===== src/rtl/ddr_guard_pkg.sv =====
package ddr_guard_pkg;

    typedef enum logic [2:0] {
        OP_NOP = 3'd0,
        OP_ACT = 3'd1,
        OP_RD  = 3'd2,
        OP_WR  = 3'd3,
        OP_PRE = 3'd4,
        OP_BST = 3'd5
    } op_e;

    typedef enum logic [2:0] {
        RS_OK     = 3'd0,
        RS_BUSY   = 3'd1,
        RS_CLOSED = 3'd2,
        RS_TRCD   = 3'd3,
        RS_TRRD   = 3'd4,
        RS_TRAS   = 3'd5,
        RS_TRP    = 3'd6,
        RS_APPEND = 3'd7
    } reason_e;

    typedef enum logic [1:0] {
        BK_IDLE    = 2'd0,
        BK_OPEN    = 2'd1,
        BK_APWAIT  = 2'd2,
        BK_CLOSING = 2'd3
    } bank_st_e;

endpackage


===== src/rtl/ddr_bank_track.sv =====
module ddr_bank_track
    import ddr_guard_pkg::*;
#(
    parameter int TW    = 5,
    parameter int ROW_W = 13
) (
    input  logic             clk,
    input  logic             rst_n,
    input  logic [TW-1:0]    cfg_trcd,
    input  logic [TW-1:0]    cfg_tras,
    input  logic [TW-1:0]    cfg_trp,
    input  logic [TW-1:0]    ap_dly,
    input  logic             go_act,
    input  logic             go_col,
    input  logic             go_col_ap,
    input  logic             go_pre,
    input  logic [ROW_W-1:0] act_row,
    output bank_st_e         st,
    output logic             rcd_ok,
    output logic             ras_ok,
    output logic             rp_ok,
    output logic [ROW_W-1:0] row_q
);

    bank_st_e      st_q, st_nx;
    logic [TW-1:0] rcd_cnt, ras_cnt, rp_cnt, ap_cnt;
    logic          enter_closing;

    function automatic logic [TW-1:0] less1(input logic [TW-1:0] x);
        return (x == '0) ? '0 : x - 1'b1;
    endfunction

    // next-state logic
    always_comb begin
        st_nx = st_q;
        unique case (st_q)
            BK_IDLE:    if (go_act) st_nx = BK_OPEN;
            BK_OPEN: begin
                if (go_pre)                 st_nx = BK_CLOSING;
                else if (go_col && go_col_ap) st_nx = BK_APWAIT;
            end
            BK_APWAIT:  if (ap_cnt == '0 && ras_cnt == '0) st_nx = BK_CLOSING;
            BK_CLOSING: begin
                if (go_act)            st_nx = BK_OPEN;
                else if (rp_cnt == '0) st_nx = BK_IDLE;
            end
        endcase
    end

    assign enter_closing = (st_nx == BK_CLOSING) && (st_q != BK_CLOSING);

    // state register
    always_ff @(posedge clk or negedge rst_n) begin
        if (!rst_n) st_q <= BK_IDLE;
        else        st_q <= st_nx;
    end

    // window counters
    always_ff @(posedge clk or negedge rst_n) begin
        if (!rst_n) begin
            rcd_cnt <= '0;
            ras_cnt <= '0;
            rp_cnt  <= '0;
            ap_cnt  <= '0;
            row_q   <= '0;
        end else begin
            if (go_act) begin
                rcd_cnt <= less1(cfg_trcd);
                ras_cnt <= less1(cfg_tras);
                row_q   <= act_row;
            end else begin
                rcd_cnt <= less1(rcd_cnt);
                ras_cnt <= less1(ras_cnt);
            end
            if (enter_closing) rp_cnt <= less1(cfg_trp);
            else               rp_cnt <= less1(rp_cnt);
            if (go_col && go_col_ap) ap_cnt <= less1(ap_dly);
            else                     ap_cnt <= less1(ap_cnt);
        end
    end

    // outputs
    always_comb begin
        st     = st_q;
        rcd_ok = (rcd_cnt == '0);
        ras_ok = (ras_cnt == '0);
        rp_ok  = (rp_cnt == '0);
    end


    col_after_rcd_chk: assert property (@(posedge clk) disable iff (!rst_n)
        go_col |-> (st_q == BK_OPEN && rcd_cnt == '0));


    no_early_close_chk: assert property (@(posedge clk) disable iff (!rst_n)
        ((st_q == BK_OPEN || st_q == BK_APWAIT) && ras_cnt != '0) |=> st_q != BK_CLOSING);


    no_col_when_pending_chk: assert property (@(posedge clk) disable iff (!rst_n)
        (st_q == BK_APWAIT) |-> !go_col);


    row_hold_chk: assert property (@(posedge clk) disable iff (!rst_n)
        !go_act |=> $stable(row_q));

endmodule


===== src/rtl/ddr_rd_window.sv =====
module ddr_rd_window #(
    parameter int CL_MAX = 4,
    parameter int CLW    = 3
) (
    input  logic           clk,
    input  logic           rst_n,
    input  logic           rd_go,
    input  logic           bst_go,
    input  logic [3:0]     burst_clk,
    input  logic [CLW-1:0] cfg_cl,
    output logic           rd_busy
);

    localparam int TAPW = (CL_MAX > 1) ? $clog2(CL_MAX) : 1;

    logic [3:0]        left_q;
    logic [CL_MAX-1:0] sr_q;
    logic [TAPW-1:0]   tap;

    always_ff @(posedge clk or negedge rst_n) begin
        if (!rst_n) begin
            left_q <= '0;
            sr_q   <= '0;
        end else begin
            if (rd_go)                         left_q <= burst_clk;
            else if (bst_go && left_q != '0)   left_q <= '0;
            else if (left_q != '0)             left_q <= left_q - 1'b1;
            sr_q <= {sr_q[CL_MAX-2:0], (left_q != '0)};
        end
    end

    always_comb begin
        if (cfg_cl == '0)                 tap = '0;
        else if (int'(cfg_cl) > CL_MAX)   tap = TAPW'(CL_MAX - 1);
        else                              tap = TAPW'(cfg_cl - 1'b1);
        rd_busy = sr_q[tap];
    end


    issue_no_growth_chk: assert property (@(posedge clk) disable iff (!rst_n)
        !rd_go |=> left_q <= $past(left_q));


    bst_cut_chk: assert property (@(posedge clk) disable iff (!rst_n)
        (bst_go && !rd_go) |=> left_q == '0);

endmodule


===== src/rtl/ddr_bank_guard.sv =====
module ddr_bank_guard
    import ddr_guard_pkg::*;
#(
    parameter int NB     = 4,
    parameter int ROW_W  = 13,
    parameter int TW     = 5,
    parameter int CL_MAX = 4
) (
    input  logic                  clk,
    input  logic                  rst_n,
    input  logic                  cmd_valid,
    input  logic [2:0]            cmd_op,
    input  logic [$clog2(NB)-1:0] cmd_bank,
    input  logic                  cmd_ap,
    input  logic [ROW_W-1:0]      cmd_row,
    input  logic [$clog2(CL_MAX+1)-1:0] cfg_cl,
    input  logic [1:0]            cfg_burst,
    input  logic [TW-1:0]         cfg_trcd,
    input  logic [TW-1:0]         cfg_trrd,
    input  logic [TW-1:0]         cfg_trp,
    input  logic [TW-1:0]         cfg_tras,
    output logic                  cmd_ok,
    output logic [2:0]            cmd_reason,
    output logic [NB-1:0]         bank_open,
    output logic [ROW_W-1:0]      bank_row,
    output logic                  rd_busy
);

    localparam int BW  = $clog2(NB);
    localparam int CLW = $clog2(CL_MAX + 1);

    op_e             op;
    reason_e         why;
    bank_st_e        st   [NB];
    logic [NB-1:0]   rcd_ok, ras_ok, rp_ok;
    logic [ROW_W-1:0] rows [NB];
    logic [3:0]      burst_clk;
    logic [TW-1:0]   ap_dly;
    logic [TW-1:0]   rrd_cnt;
    logic            acc, acc_act;

    assign op = op_e'(cmd_op);

    always_comb begin
        unique case (cfg_burst)
            2'd0:    burst_clk = 4'd1;
            2'd1:    burst_clk = 4'd2;
            default: burst_clk = 4'd4;
        endcase
        if (op == OP_RD) ap_dly = TW'(burst_clk) + TW'(cfg_cl);
        else             ap_dly = TW'(burst_clk) + TW'(1);
    end

    // legality judge
    always_comb begin
        why = RS_OK;
        unique case (op)
            OP_ACT: begin
                unique case (st[cmd_bank])
                    BK_IDLE:    why = RS_OK;
                    BK_CLOSING: why = rp_ok[cmd_bank] ? RS_OK : RS_TRP;
                    BK_OPEN, BK_APWAIT: why = RS_BUSY;
                endcase
                if (why == RS_OK && rrd_cnt != '0) why = RS_TRRD;
            end
            OP_RD, OP_WR: begin
                unique case (st[cmd_bank])
                    BK_OPEN:   why = rcd_ok[cmd_bank] ? RS_OK : RS_TRCD;
                    BK_APWAIT: why = RS_APPEND;
                    BK_IDLE, BK_CLOSING: why = RS_CLOSED;
                endcase
            end
            OP_PRE: begin
                for (int i = 0; i < NB; i++) begin
                    if (cmd_ap || BW'(i) == cmd_bank) begin
                        if (st[i] == BK_APWAIT && why == RS_OK)
                            why = RS_APPEND;
                        else if (st[i] == BK_OPEN && !ras_ok[i] && why == RS_OK)
                            why = RS_TRAS;
                    end
                end
            end
            default: why = RS_OK;
        endcase
    end

    assign cmd_ok     = (why == RS_OK);
    assign cmd_reason = why;
    assign acc        = cmd_valid && cmd_ok;
    assign acc_act    = acc && op == OP_ACT;

    // shared tRRD counter
    always_ff @(posedge clk or negedge rst_n) begin
        if (!rst_n)          rrd_cnt <= '0;
        else if (acc_act)    rrd_cnt <= (cfg_trrd == '0) ? '0 : cfg_trrd - 1'b1;
        else if (rrd_cnt != '0) rrd_cnt <= rrd_cnt - 1'b1;
    end

    generate
        for (genvar g = 0; g < NB; g++) begin : g_bank
            logic sel;
            assign sel = (cmd_bank == BW'(g));
            ddr_bank_track #(.TW(TW), .ROW_W(ROW_W)) u_trk (
                .clk       (clk),
                .rst_n     (rst_n),
                .cfg_trcd  (cfg_trcd),
                .cfg_tras  (cfg_tras),
                .cfg_trp   (cfg_trp),
                .ap_dly    (ap_dly),
                .go_act    (acc_act && sel),
                .go_col    (acc && (op == OP_RD || op == OP_WR) && sel),
                .go_col_ap (cmd_ap),
                .go_pre    (acc && op == OP_PRE && (sel || cmd_ap)),
                .act_row   (cmd_row),
                .st        (st[g]),
                .rcd_ok    (rcd_ok[g]),
                .ras_ok    (ras_ok[g]),
                .rp_ok     (rp_ok[g]),
                .row_q     (rows[g])
            );
            assign bank_open[g] = (st[g] == BK_OPEN) || (st[g] == BK_APWAIT);
        end
    endgenerate

    assign bank_row = rows[cmd_bank];

    ddr_rd_window #(.CL_MAX(CL_MAX), .CLW(CLW)) u_rdw (
        .clk       (clk),
        .rst_n     (rst_n),
        .rd_go     (acc && op == OP_RD),
        .bst_go    (acc && op == OP_BST),
        .burst_clk (burst_clk),
        .cfg_cl    (cfg_cl),
        .rd_busy   (rd_busy)
    );


    act_spacing_chk: assert property (@(posedge clk) disable iff (!rst_n)
        (acc_act && cfg_trrd > TW'(1)) |=> !acc_act);


    act_opens_chk: assert property (@(posedge clk) disable iff (!rst_n)
        acc_act |=> bank_open[$past(cmd_bank)]);

endmodule


===== config.mk =====
export PLATFORM = sky130hd
export DESIGN_NAME = ddr_bank_guard
export DESIGN_NICKNAME = d
export VERILOG_FILES = /design/src/rtl/ddr_guard_pkg.sv /design/src/rtl/ddr_bank_track.sv /design/src/rtl/ddr_rd_window.sv /design/src/rtl/ddr_bank_guard.sv
export SDC_FILE = /design/constraint.sdc
export NUM_CORES = 1
export LEC_CHECK = 0
export CORE_MARGIN = 1
export CORE_UTILIZATION = 45
export CTS_CLUSTER_DIAMETER = 150
export DETAILED_ROUTE_END_ITERATION = 10
export DONT_BUFFER_PORTS = 1
export PLACE_DENSITY_LB_ADDON = 0.2
export SYNTH_ARGS = -nofsm -noshare
export SYNTH_HDL_FRONTEND = slang
export SYNTH_SLANG_ARGS = --single-unit

===== constraint.sdc =====
create_clock -name clk -period 3 [get_ports clk]
set_input_delay 0.6 -clock clk [delete_from_list [all_inputs] [get_ports clk]]
set_output_delay 0.6 -clock clk [all_outputs]
set_load 0.01 [all_outputs]

# [Word-level counts from Yosys, hierarchy flattened]
# Cells that the tools add are included.
[classes] n_addsub=26 n_lt_le_gt_ge=4 n_eq_ne=35 n_mux=108 bitwise=1 n_reduce_logical=99
[op_table] operator="2-to-1 mux 5 bit" n=40
[op_table] operator="subtractor 5 x 1 -> 5 bit (second input constant)" n=22
[op_table] operator="zero test 5 bit" n=21
[op_table] operator="2-to-1 mux 2 bit" n=29
[op_table] operator="2-to-1 mux 3 bit" n=18
[op_table] operator="logical AND 1 bit" n=42
[op_table] operator="equality test 2 bit (second input constant)" n=16
[op_table] operator="one-hot mux 2 bit (4 select lines)" n=4
[op_table] operator="one-hot mux 3 bit (3 select lines)" n=3
[op_table] operator="binary-select mux 13 bit (select 2 bit)" n=1
[op_table] operator="2-to-1 mux 13 bit" n=2
[op_table] operator="zero test 3 bit" n=6
[op_table] operator="equality test 2 x 1 -> 1 bit (second input constant)" n=7
[op_table] operator="zero test 2 bit" n=7
[op_table] operator="logical OR 1 bit" n=12
[op_table] operator="2-to-1 mux 4 bit" n=3
[op_table] operator="!= test 2 bit (second input constant)" n=4
[op_table] operator="binary-select mux 1 bit (select 2 bit)" n=3
[op_table] operator="equality test 3 x 2 -> 1 bit (second input constant)" n=2
[op_table] operator="equality test 3 bit (second input constant)" n=2
[op_table] operator="< comparator 2 x 3 -> 1 bit (second input constant)" n=2
[op_table] operator="one-hot mux 3 bit (2 select lines)" n=1
[op_table] operator="OR reduction 2 bit" n=3
[op_table] operator="adder 4 x 1 -> 5 bit (second input constant)" n=1
[op_table] operator="other kinds (16)" n=22
[totals] ff_bits=153 inputBits=47

# [Longest topological paths before layout]
# Gate-level depths: netlist of run 1.
[depth] word_depth=36 ltp_mapped=13 depth_no_buf=11

# [Hierarchy]
# Synthesis of run 1 repeated with hierarchy kept, for this count alone.
[unflattened] hier_cells=964 hier_area_um2=9640.5
[modules_own_cells] module="ddr_bank_track" instances=4 cells_per_inst=186 area_per_inst_um2=1926.8 seq_area_each_um2=875.8
[modules_own_cells] module="ddr_bank_guard" instances=1 cells_per_inst=176 area_per_inst_um2=1495.2 seq_area_each_um2=125.1
[modules_own_cells] module="ddr_rd_window" instances=1 cells_per_inst=44 area_per_inst_um2=437.9 seq_area_each_um2=200.2

# [Worst setup path before layout of run 1]
# No wires, ideal clock.
[synth_timing] path_kind="in2reg" start="in cmd_bank[0]" end="reg g_bank[3].u_trk.rp_cnt[0]" t_arrival_ns=3.424 required_ns=2.872 slack_ns=-0.551 stages=13 path_cell_list="buf_6 > buf_6 > mux4_2 > inv_1 > ha_1 > nand3b_1 > o31a_1 > and4_1 > buf_2 > o32a_1 > a31oi_4 > o2111ai_4 > mux2_1"
[synth_via] elab_chain_cells=33 elab_cells_between_ends=72 cone_classes="eq/ne (8); mux (33); bitwise (1); reduce/logical (30)"
[synth_rtl] item="start: declaration" line_no="ddr_bank_guard.sv:13" text="input logic [$clog2(NB)-1:0] cmd_bank,"
[synth_rtl] item="zero test 2 bit" line_no="ddr_bank_guard.sv:75" text="if (cmd_ap || BW'(i) == cmd_bank) begin"
[synth_rtl] item="logical OR 1 bit" line_no="ddr_bank_guard.sv:75"
[synth_rtl] item="2-to-1 mux 3 bit" line_no="ddr_bank_guard.sv:75"
[synth_rtl] item="2-to-1 mux 3 bit" line_no="ddr_bank_guard.sv:57" text="unique case (op)"
[synth_rtl] item="zero test 3 bit" line_no="ddr_bank_guard.sv:76, ddr_bank_guard.sv:78"
[synth_rtl] item="logical AND 1 bit" line_no="ddr_bank_guard.sv:78" text="else if (st[i] == BK_OPEN && !ras_ok[i] && why == RS_OK)"
[synth_rtl] item="2-to-1 mux 3 bit" line_no="ddr_bank_guard.sv:78"
[synth_rtl] item="2-to-1 mux 3 bit" line_no="ddr_bank_guard.sv:76" text="if (st[i] == BK_APWAIT && why == RS_OK)"
[synth_rtl] item="[... 18 more ...]"
[synth_rtl] item="logical AND 1 bit" line_no="ddr_bank_track.sv:40" text="else if (go_col && go_col_ap) st_nx = BK_APWAIT;"
[synth_rtl] item="2-to-1 mux 2 bit" line_no="ddr_bank_track.sv:40"
[synth_rtl] item="2-to-1 mux 2 bit" line_no="ddr_bank_track.sv:39" text="if (go_pre) st_nx = BK_CLOSING;"
[synth_rtl] item="one-hot mux 2 bit (4 select lines) (*)" line_no="ddr_bank_track.sv:36" text="unique case (st_q)"
[synth_rtl] item="named net g_bank[3].u_trk.st_nx[1]" line_no="ddr_bank_track.sv:25" text="bank_st_e st_q, st_nx;"
[synth_rtl] item="equality test 2 bit (*)" line_no="ddr_bank_track.sv:50" text="assign enter_closing = (st_nx == BK_CLOSING) && (st_q != BK_CLOSING);"
[synth_rtl] item="logical AND 1 bit (*)" line_no="ddr_bank_track.sv:50"
[synth_rtl] item="2-to-1 mux 5 bit (*)" line_no="ddr_bank_track.sv:75" text="if (enter_closing) rp_cnt <= less1(cfg_trp);"
[synth_rtl] item="end signal: assignment" line_no="ddr_bank_track.sv:75"
[synth_rtl] item="end signal: assignment" line_no="ddr_bank_track.sv:76" text="else rp_cnt <= less1(rp_cnt);"
[synth_rtl] item="end: declaration" line_no="ddr_bank_track.sv:26" text="logic [TW-1:0] rcd_cnt, ras_cnt, rp_cnt, ap_cnt;"
# Mark *: on every way through the listed nets, which the timed path passes. The rest lies on a longest branch. The select of a mux whose other input is x is not followed.
# A chain may end at the register's enable or synchronous reset.

# [Worst setup path in the final report of run 1]
[layout_timing] start="reg g_bank[3].u_trk.ras_cnt[0]" end="out cmd_ok"
[layout_via] elab_chain_cells=9
[layout_rtl] item="start: declaration" line_no="ddr_bank_track.sv:26"
[layout_rtl] item="start signal: assignment" line_no="ddr_bank_track.sv:69" text="ras_cnt <= less1(cfg_tras);"
[layout_rtl] item="start signal: assignment" line_no="ddr_bank_track.sv:73" text="ras_cnt <= less1(ras_cnt);"
[layout_rtl] item="zero test 5 bit" line_no="ddr_bank_track.sv:86" text="ras_ok = (ras_cnt == '0);"
[layout_rtl] item="zero test 1 bit" line_no="ddr_bank_guard.sv:78"
[layout_rtl] item="logical AND 1 bit (2 in a row)" line_no="ddr_bank_guard.sv:78"
[layout_rtl] item="2-to-1 mux 3 bit" line_no="ddr_bank_guard.sv:78"
[layout_rtl] item="2-to-1 mux 3 bit" line_no="ddr_bank_guard.sv:76"
[layout_rtl] item="2-to-1 mux 3 bit" line_no="ddr_bank_guard.sv:75"
[layout_rtl] item="one-hot mux 3 bit (3 select lines)" line_no="ddr_bank_guard.sv:57"
[layout_rtl] item="zero test 3 bit" line_no="ddr_bank_guard.sv:87" text="assign cmd_ok = (why == RS_OK);"
[layout_rtl] item="end: declaration" line_no="ddr_bank_guard.sv:22" text="output logic cmd_ok,"
# Every way passes these cells.

==> results.md, run 1 <==
- Vias/cell: 5.367
- Post-Syn Nets: 1085
- Antenna fix cells: 0
- Register clock-pin slew on the reported worst setup and hold paths: 0.07 ns
- PwrDens: 1011 mW/mm²
- Synth cell count leaders: 213 x nand2_1, 153 x dfrtp_1, 74 x o21ai_0
- Area growth from synthesis to layout: 29.94%
- Flop and latch count out of synthesis: 153
- Cell with the most instances after synthesis: nand2_1
- Post-DP HPWL: 16690 µm
- Number of global-route vias before repair: 7683
- Power share of the clock group: 18.3%
- Routed WL: 24550 µm
- RSZ-0062 raised after global routing: yes
- Peak supply drop: 0.5858 mV
- Maximum fanout along the worst path: 4
- GPL Wtd Cong: 0.9473
- CP Data Arrival Time: 2.71 ns
- Leading area contributor after synthesis: dfrtp_1
- Post-Syn Area per Cell: 9.178 µm²
- Row cnt: 51
- Worst rel slew slack: 63.03%
- Worst r2r src: g_bank[0].u_trk.st[1]
- Measured slew at the worst slew-check pin: 0.5391 ns
- Crit path time final: 3.313 ns
- Filler Cell Count: 1648
- Cell Int Power: 7.512 mW
- Die area: 0.02074 mm²
- Post-synth EDFFs: 0
- Sum Neg Setup Slack: -2.934 ns
- Post-synthesis cell count: 989
- DRC Markers: 0
- Initial Utilization: 46.34%
- I/O pin count: 69
- Status: finished with violations
- Clk_lat worst skew: 0.43 ns
- Crit end category: output port
- Final Net Count: 1253
- Largest family of logic cells by synthesized area: simple AND/OR/NAND/NOR gates
- Yosys top cell area share: 42.18%
- Post-synthesis compound-gate area fraction: 11.27%
- Failing checks: negative hold slack, negative setup slack
- CTS tree: done
- Switch Pwr: 4.417 mW
- Clock Tree Buf Depth: 2
- Antenna viol nets, final: 0
- Tot GR Track Use: 24.72%
- CP endpoint: cmd_ok
- Xor/xnor cell area share of the yosys netlist: 3.956%
- Fmax: 301.9 MHz
- Synth cell types: 80
- Synth Area in Adders: 6.837%
- Post-synth design cell area: 0.009077 mm²
- R2r endpoint: g_bank[2].u_trk.rp_cnt[0]
- Final period util: 110.4%
- Setup Crit Path Kind: flip-flop to output port
- Synthesis Warnings: 0
- Pre-antenna DRT Iters: 5
- Ys flop type: dfrtp_1
- Setup ws final: -0.3125 ns
- Die Y: 144.0 µm
- Worst hold margin: -0.1316 ns
- Sequential area share after synthesis: 42.18%
- HP Class: primary input to asynchronous set/reset pin
- DRT iter0 DRCs: 445
- Critical Path Start Type: flip-flop
- Sw Share: 37.03%
- Largest net degree at the start of global routing: 154
- Post-synthesis async set-or-reset flop share: 100.0%
- Worst endpoint required time: 2.40 ns
- Setup-failing EPs final: 23
- Fin. Hold Viols: 153
- Clock sink count: 153
- Layout cell share with drive strength beyond 1: 28.72%
- Layout Skew: 0.01389 ns
- First-pass GRT wire length: 38820 µm
- Multiplexer area fraction after synthesis: 7.374%
- Cells on worst reg2reg path: 16
- Setup crit start: g_bank[3].u_trk.ras_cnt[0]
- Core Box Area: 0.01959 mm²
- Max cap viols: 0
- Drt wl/cell: 17.11 µm
- Via count: 7701
- Flop-to-flop setup slack: -0.22 ns
- GRT Residual Overflow: 0
- Most area-consuming cells after synthesis: dfrtp_1 42%, nand2_1 8.8%, ha_1 6.6%
- CTS Root Cell: clkbuf_16
- Pre-CTS setup slack: -0.3034 ns
- Cell leakage power: 5.705 nW
- IO buf count: 0
- Share of total power in combinational logic: 51.1%
- Max Transition Viols Final: 0
- CTS H-tree lvls: 4
- Cts bufs inserted: 17
- Post-Synth Simple-Gate Area: 23.98%
- Initial antenna violation count: 0
- Die Width: 144.0 µm
- Seq pwr share: 30.6%
-- metrics by stage --
step                instance area (µm²)  power, mW  util [%]  cells
floorplan                          9149      7.092         -    989
global placement                  10420      8.792     53.17   1368
detailed placement                10420      8.926     53.17   1368
CTS                               11400      11.59     58.21   1418
global route                      11800      12.84     60.21   1435
finish                            11800      11.93     60.21   1435
-- metal layers --
layer  part of all wire, %  vias up  global-route usage (%)
li1                      -     3747                       -
met1                    43     3698                   30.57
met2                    48      201                   41.88
met3                   5.6       55                   5.464
met4                   3.1        0                   9.798
met5                     0        -                       0
-- kinds of logic (layout without fill, tap and decap cells) --
group	after synthesis	after routing
mux	44	44
xor+xnor	41	41
buf+inv	100	281
simple gates	447	447
fa+ha+maj	49	49
flops	153	153
compound gates	155	155
-- area by class of cell --
| class | count | area, µm² | share of cell area (%) |
|---|---|---|---|
| clock buffers | 19 | 442.9 | 3.755 |
| clock inverters | 13 | 147.6 | 1.252 |
| inverters | 72 | 275.3 | 2.334 |
| multi-input cells | 736 | 5358 | 45.42 |
| flip-flops and latches | 153 | 3831 | 32.48 |
| well taps | 265 | 331.6 | 2.811 |
| repair buffers | 177 | 1409 | 11.94 |
-- power by group through the flow --
stage / combinational (mW) / sequential, mW / clock [mW]
after global placement: 5.17 / 3.62 / 0
after CTS: 5.73 / 3.63 / 2.22
after global routing: 6.77 / 3.77 / 2.31
after floorplan: 3.54 / 3.55 / 0
final: 6.10 / 3.65 / 2.19
after detailed placement: 5.28 / 3.65 / 0
-- registers in the layout (all words and copies together), names as in the netlist --
| register | flops |
|---|---|
| g_bank.u_trk.row_q | 52 |
| g_bank.u_trk.ap_cnt | 20 |
| g_bank.u_trk.ras_cnt | 20 |
| g_bank.u_trk.rcd_cnt | 20 |
| g_bank.u_trk.rp_cnt | 20 |
| g_bank.u_trk.st | 8 |
| rrd_cnt | 5 |
| u_rdw.left_q | 4 |
| u_rdw.sr_q | 4 |
-- repair_timing --
action / 4_1_cts / 5_1_grt
setup endpoints to repair: 35 / 29
gates resized for setup: 61 / 56
pin swaps: 16 / 30
endpoints found under the hold margin: 153 / 153
buffers inserted: 19 / 20
-- layout by cell type (no fill, tap or decap), types with 23 or more instances in the layout --
cell,Yosys,final
or3_1,29,28
inv_1,72,64
nor2_1,72,70
xnor2_1,30,30
ha_1,48,36
nand2_1,213,212
dfrtp_1,153,151
nand3_1,26,23
buf_4,1,158
o21ai_0,74,68
nor3_1,26,24
-- how the worst min path moves through the flow --
stage | endpoint | cells past startpoint | start | slack (ns)
floorplan | g_bank[0].u_trk.ap_cnt[0] | 0 | rst_n | 0.30
global placement | u_rdw.sr_q[3] | 0 | rst_n | 0.31
detailed placement | u_rdw.sr_q[3] | 0 | rst_n | 0.31
CTS | g_bank[0].u_trk.row_q[3] | 0 | rst_n | -0.15
global route | u_rdw.sr_q[3] | 0 | rst_n | -0.15
finish | u_rdw.sr_q[3] | 0 | rst_n | -0.13
-- critical path: stages (launching register included) --
cell      delay, ns
dfrtp_1        0.39
inv_2          0.06
ha_2           0.17
or4b_4         0.50
a21oi_4        0.21
a211oi_4       0.06
buf_6          0.12
buf_6          0.11
nor4_4         0.29
and4b_2        0.36
(Power assumes the default switching activity.)
==> run 2, diff against run 1 <==
==> constraint.sdc (replaced) <==
create_clock -name clk -period 3 [get_ports clk]
set_input_delay 0.6 -clock clk [delete_from_list [all_inputs] [get_ports clk]]
set_output_delay 0.6 -clock clk [all_outputs]
set_load 0.02 [all_outputs]
==> results.md, run 2 (synthesized netlist as in run 1, its figures left out) <==
- Layout cell share with drive strength beyond 1: 27.06%
- Initial antenna violation count: 0
- Final Power: 11.86 mW
- DRT iter0 DRCs: 419
- Die Y: 144.0 µm
- Drt wl/cell: 16.99 µm
- Sw Share: 38.31%
- Row cnt: 51
- Register clock-pin slew on the reported worst setup and hold paths: 0.07 ns
- DRC Markers: 0
- Flop-to-flop setup slack: -0.20 ns
- Cts bufs inserted: 17
- Max Transition Viols Final: 0
- Most common cell after layout, fill and taps aside: nand2_1
- Setup-failing EPs final: 22
- Max reg flops: 52
- Crit path time final: 3.258 ns
- Setup Crit Path Kind: flip-flop to output port
- Antenna fix cells: 0
- Most frequent cells in the layout: 211 x nand2_1, 149 x dfrtp_1, 140 x buf_4
- Die Width: 144.0 µm
- Antenna viol nets, final: 0
- Routed WL: 24090 µm
- Share of total power in combinational logic: 50.7%
- Number of global-route vias before repair: 7638
- Peak supply drop: 0.5571 mV
- Largest net degree at the start of global routing: 154
- Clk_lat worst skew: 0.44 ns
- Initial Utilization: 46.34%
- Maximum fanout along the worst path: 4
- Status: finished with violations
- Crit end category: output port
- Critical Path Start Type: flip-flop
- RSZ-0062 raised after global routing: yes
- Vias/cell: 5.329
- Final period util: 108.6%
- Clock sink count: 153
- Tot GR Track Use: 24.31%
- Top Usage Layer GRT: met2
- Largest register by flop count: g_bank.u_trk.row_q
- Cell leakage power: 5.619 nW
- Worst rel slew slack: 59.93%
- GPL Wtd Cong: 0.8951
- Fin. Hold Viols: 153
- M1 GR Usage: 30.85%
- Post-DP HPWL: 16040 µm
- First-pass GRT wire length: 38230 µm
- Pre-antenna DRT Iters: 5
- Worst endpoint required time: 2.40 ns
- Power share of the clock group: 18.1%
- CTS H-tree lvls: 4
- Via count: 7556
- Final Net Count: 1236
- Switch Pwr: 4.544 mW
- Layout Skew: 0.01515 ns
- Cell Int Power: 7.319 mW
- GRT Residual Overflow: 0
- Fmax: 307.0 MHz
- CTS Root Cell: clkbuf_16
- Seq pwr share: 31.2%
- IO buf count: 0
- Pre-CTS setup slack: -0.3098 ns
- Failing checks: negative hold slack, negative setup slack
- Measured slew at the worst slew-check pin: 0.5956 ns
- Met3 usage: 5.828%
- Area growth from synthesis to layout: 28.64%
- CTS tree: done
- Max cap viols: 0
- CP Data Arrival Time: 2.66 ns
- PwrDens: 1016 mW/mm²
- Core Box Area: 0.01959 mm²
- Worst hold margin: -0.1391 ns
- Final core occ: 59.61%
- Die area: 0.02074 mm²
- Clock Tree Buf Depth: 2
- HP Class: primary input to asynchronous set/reset pin
- I/O pin count: 69
- Setup ws final: -0.2575 ns
- GR Util met2: 40.86%
## run 2: cell types whose count changed in the layout (fill, tap and decap cells not counted), sizes merged
cell,change
bufinv,-1
clkinvlp,+1
clkbuf,-1
buf,-18
clkinv,+7
inv,-5
## run 2: critical path, cell delays in order (launching register included)
cell and delay (ns):
dfrtp_1 0.44, mux4_2 0.53, buf_6 0.15, ha_4 0.15, nand2_2 0.11, o21ai_4 0.08, buf_4 0.14, nor4_4 0.27
and4b_4 0.35
## run 2: layout make-up
class | count | area [µm²]
inverter | 72 | 272.8
clock buffer | 17 | 425.4
multi-input combinational | 736 | 5311
sequential | 153 | 3834
fill | 1692 | 7913
clock inverter | 15 | 177.7
tap | 265 | 331.6
timing repair buffer | 160 | 1325
## run 2: stage by stage
stage | setup TNS (ns) | hold WS [ns] | cell area (µm²) | instances
after floorplan | -5.323 | 0.3044 | 9155 | 989
after global placement | -3.527 | 0.3098 | 10300 | 1349
after detailed placement | -5.201 | 0.3099 | 10300 | 1349
after CTS | -2.394 | -0.1556 | 11350 | 1403
after global routing | -5.401 | -0.1652 | 11680 | 1418
final | -3.147 | -0.1391 | 11680 | 1418
## run 2: power by group through the flow
stage / clock, mW / sequential (mW) / combinational [mW]
2_1_floorplan: 0 / 3.55 / 3.67
3_3_place_gp: 0 / 3.65 / 5.11
3_5_place_dp: 0 / 3.67 / 5.22
4_1_cts: 2.18 / 3.67 / 5.66
5_1_grt: 2.28 / 3.82 / 6.70
6_report: 2.14 / 3.70 / 6.02
## run 2: final timing paths
check | from | endpoint | cells after the start
setup / recovery | g_bank[0].u_trk.st[1] | cmd_ok | 8
hold / removal | rst_n | u_rdw.sr_q[3] | 0
setup reg to reg | g_bank[0].u_trk.st[1] | g_bank[1].u_trk.rp_cnt[2] | 13
hold reg to reg | u_rdw.sr_q[1] | u_rdw.sr_q[2] | 0
max in group asynchronous | rst_n | g_bank[1].u_trk.st[0] | 0
min in group clk | cmd_row[9] | g_bank[0].u_trk.row_q[9] | 2
## run 2: metal layers
metal	wire [µm]	part of all wire (%)
met4	396	1.6
met5	0	0
met1	10800	45
met2	11740	49
met3	1157	4.8
## run 2: repair_timing
action	in CTS	in global routing
pin swaps	17	25
gates resized for setup	61	40
endpoints found under the setup margin	29	30
gates cloned	0	1
endpoints found under the hold margin	153	153
buffers inserted	22	18
==> run 3, diff against run 2 <==
--- a/config.mk
+++ b/config.mk
@@ -11,6 +11,7 @@
 export DETAILED_ROUTE_END_ITERATION = 10
 export DONT_BUFFER_PORTS = 1
 export PLACE_DENSITY_LB_ADDON = 0.2
+export RECOVER_POWER = 100
 export SYNTH_ARGS = -nofsm -noshare
 export SYNTH_HDL_FRONTEND = slang
 export SYNTH_SLANG_ARGS = --single-unit
==> results.md, run 3 (synthesized netlist as in run 1, its figures left out) <==
- Crit path buffers/inverters: 6
- Worst endpoint required time: 3.31 ns
- Row cnt: 51
- Routed WL: 24120 µm
- Filler Cell Count: 1716
- Peak supply drop: 0.5568 mV
- Register clock-pin slew on the reported worst setup and hold paths: 0.07 ns
- Worst hold margin: -0.1390 ns
- CP most frequent cell: buf_4
- Measured slew at the worst slew-check pin: 0.5947 ns
- Slowest cell delay on critical path: 0.53 ns
- PwrDens: 1021 mW/mm²
- Maximum fanout along the worst path: 4
- HP Class: primary input to asynchronous set/reset pin
- Die Width: 144.0 µm
- Most common cell after layout, fill and taps aside: nand2_1
- CTS Root Cell: clkbuf_16
- Final core occ: 59.03%
- Placed standard-cell area: 0.01030 mm²
- Via count: 7555
- CP Data Arrival Time: 3.57 ns
- Failing checks: negative hold slack, negative setup slack
- Largest register by flop count: g_bank.u_trk.row_q
- Initial Utilization: 46.34%
- Antenna fix cells: 0
- Layout cell share with drive strength beyond 1: 26.11%
- Die Y: 144.0 µm
- GRT Residual Overflow: 0
- Drt wl/cell: 17.01 µm
- IO buf count: 0
- Post-DP HPWL: 16040 µm
- DRT iter0 DRCs: 424
- Crit path max-delay family: simple AND/OR/NAND/NOR gates
- Status: finished with violations
- Antenna viol nets, final: 0
- Worst rel slew slack: 59.99%
- Setup-failing EPs final: 24
- Max cap viols: 0
- Worst path cell trace: clkbuf_1, inv_2, ha_4, inv_1, or4b_4, a211oi_1, buf_6, buf_4, nor4_2, buf_4, o21bai_1, a22o_1, nand3b_1, mux2_4
- Core Box Area: 0.01959 mm²
- Pre-antenna DRT Iters: 5
- Fin. Hold Viols: 153
- Clock Tree Buf Depth: 2
- Vias/cell: 5.328
- CTS tree: done
- Tot GR Track Use: 24.31%
- First-pass GRT wire length: 38230 µm
- Largest net degree at the start of global routing: 154
- Max reg flops: 52
- Cell leakage power: 5.582 nW
- Critical-path top delay cell: or4b_4
- Final period util: 108.8%
- CTS H-tree lvls: 4
- Most frequent cells in the layout: 211 x nand2_1, 151 x dfrtp_1, 128 x buf_4
- GPL Wtd Cong: 0.8951
- Fmax: 306.3 MHz
- Layout Skew: 0.01496 ns
- Clk_lat worst skew: 0.44 ns
- Crit path time final: 3.264 ns
- Final Net Count: 1236
- Die area: 0.02074 mm²
- I/O pin count: 69
- Clock sink count: 153
- Pre-CTS setup slack: -0.3098 ns
- Initial antenna violation count: 0
- DRC Markers: 0
- Max Transition Viols Final: 0
- Cts bufs inserted: 17
- RSZ-0062 raised after global routing: yes
- Number of global-route vias before repair: 7638
- Area growth from synthesis to layout: 27.39%
- Critical Path Start Type: flip-flop
- Setup ws final: -0.2645 ns
- Crit end category: flip-flop
- Design area: 0.01156 mm²
- Setup Crit Path Kind: flip-flop to flip-flop
[run 3: changes by cell type in the layout (fill, tap and decap cells not counted), sizes merged]
cell,delta
clkbuf,+15
buf,-15
[run 3: cell type report]
type / instances / area (µm²) / area share, %
Multi-Input combinational cell: 736 / 5273 / 45.60
Tap cell: 265 / 331.6 / 2.867
Clock buffer: 17 / 425.4 / 3.679
Timing Repair Buffer: 160 / 1252 / 10.83
Clock inverter: 15 / 177.7 / 1.536
Inverter: 72 / 272.8 / 2.359
Sequential cell: 153 / 3831 / 33.13
[run 3: report_power, final]
part	switching (mW)	internal [mW]	total [mW]
sequential	0.684	3.01	3.70
combinational	2.82	3.15	5.97
clock	1.02	1.12	2.14
[run 3: metrics by stage]
stage	setup TNS, ns	power (mW)	cells	hold WS, ns
floorplan	-5.323	7.221	989	0.3044
global placement	-3.527	8.759	1349	0.3098
detailed placement	-5.201	8.885	1349	0.3099
CTS	-2.394	11.51	1403	-0.1556
global route	-8.813	12.73	1418	-0.1652
finish	-4.568	11.81	1418	-0.1390
[run 3: per-layer routing]
metal | track usage (%) | up-vias | wire (µm)
li1 | - | 3716 | -
met1 | 30.85 | 3669 | 10820
met2 | 40.86 | 147 | 11770
met3 | 5.828 | 23 | 1124
met4 | 7.447 | 0 | 406
met5 | 0 | - | 0
[run 3: path summary, 6_finish.rpt]
path	startpoint	endpoint	slack [ns]	depth (start not counted)
setup reg to reg	g_bank[0].u_trk.st[1]	g_bank[1].u_trk.rp_cnt[2]	-0.26	14
hold reg to reg	u_rdw.sr_q[1]	u_rdw.sr_q[2]	0.38	0
hold / removal	rst_n	u_rdw.sr_q[3]	-0.14	0
min in group clk	cmd_row[9]	g_bank[0].u_trk.row_q[9]	0.27	2
setup / recovery	g_bank[0].u_trk.st[1]	g_bank[1].u_trk.rp_cnt[2]	-0.26	14
max in group asynchronous	rst_n	g_bank[2].u_trk.st[0]	2.72	0
[run 3: timing repair]
item                                   CTS  global route
gates cloned                             0             1
setup endpoints to repair               29            30
buffers inserted                        22            18
gates resized for setup                 61            40
pin swaps                               17            25
endpoints found under the hold margin  153           153
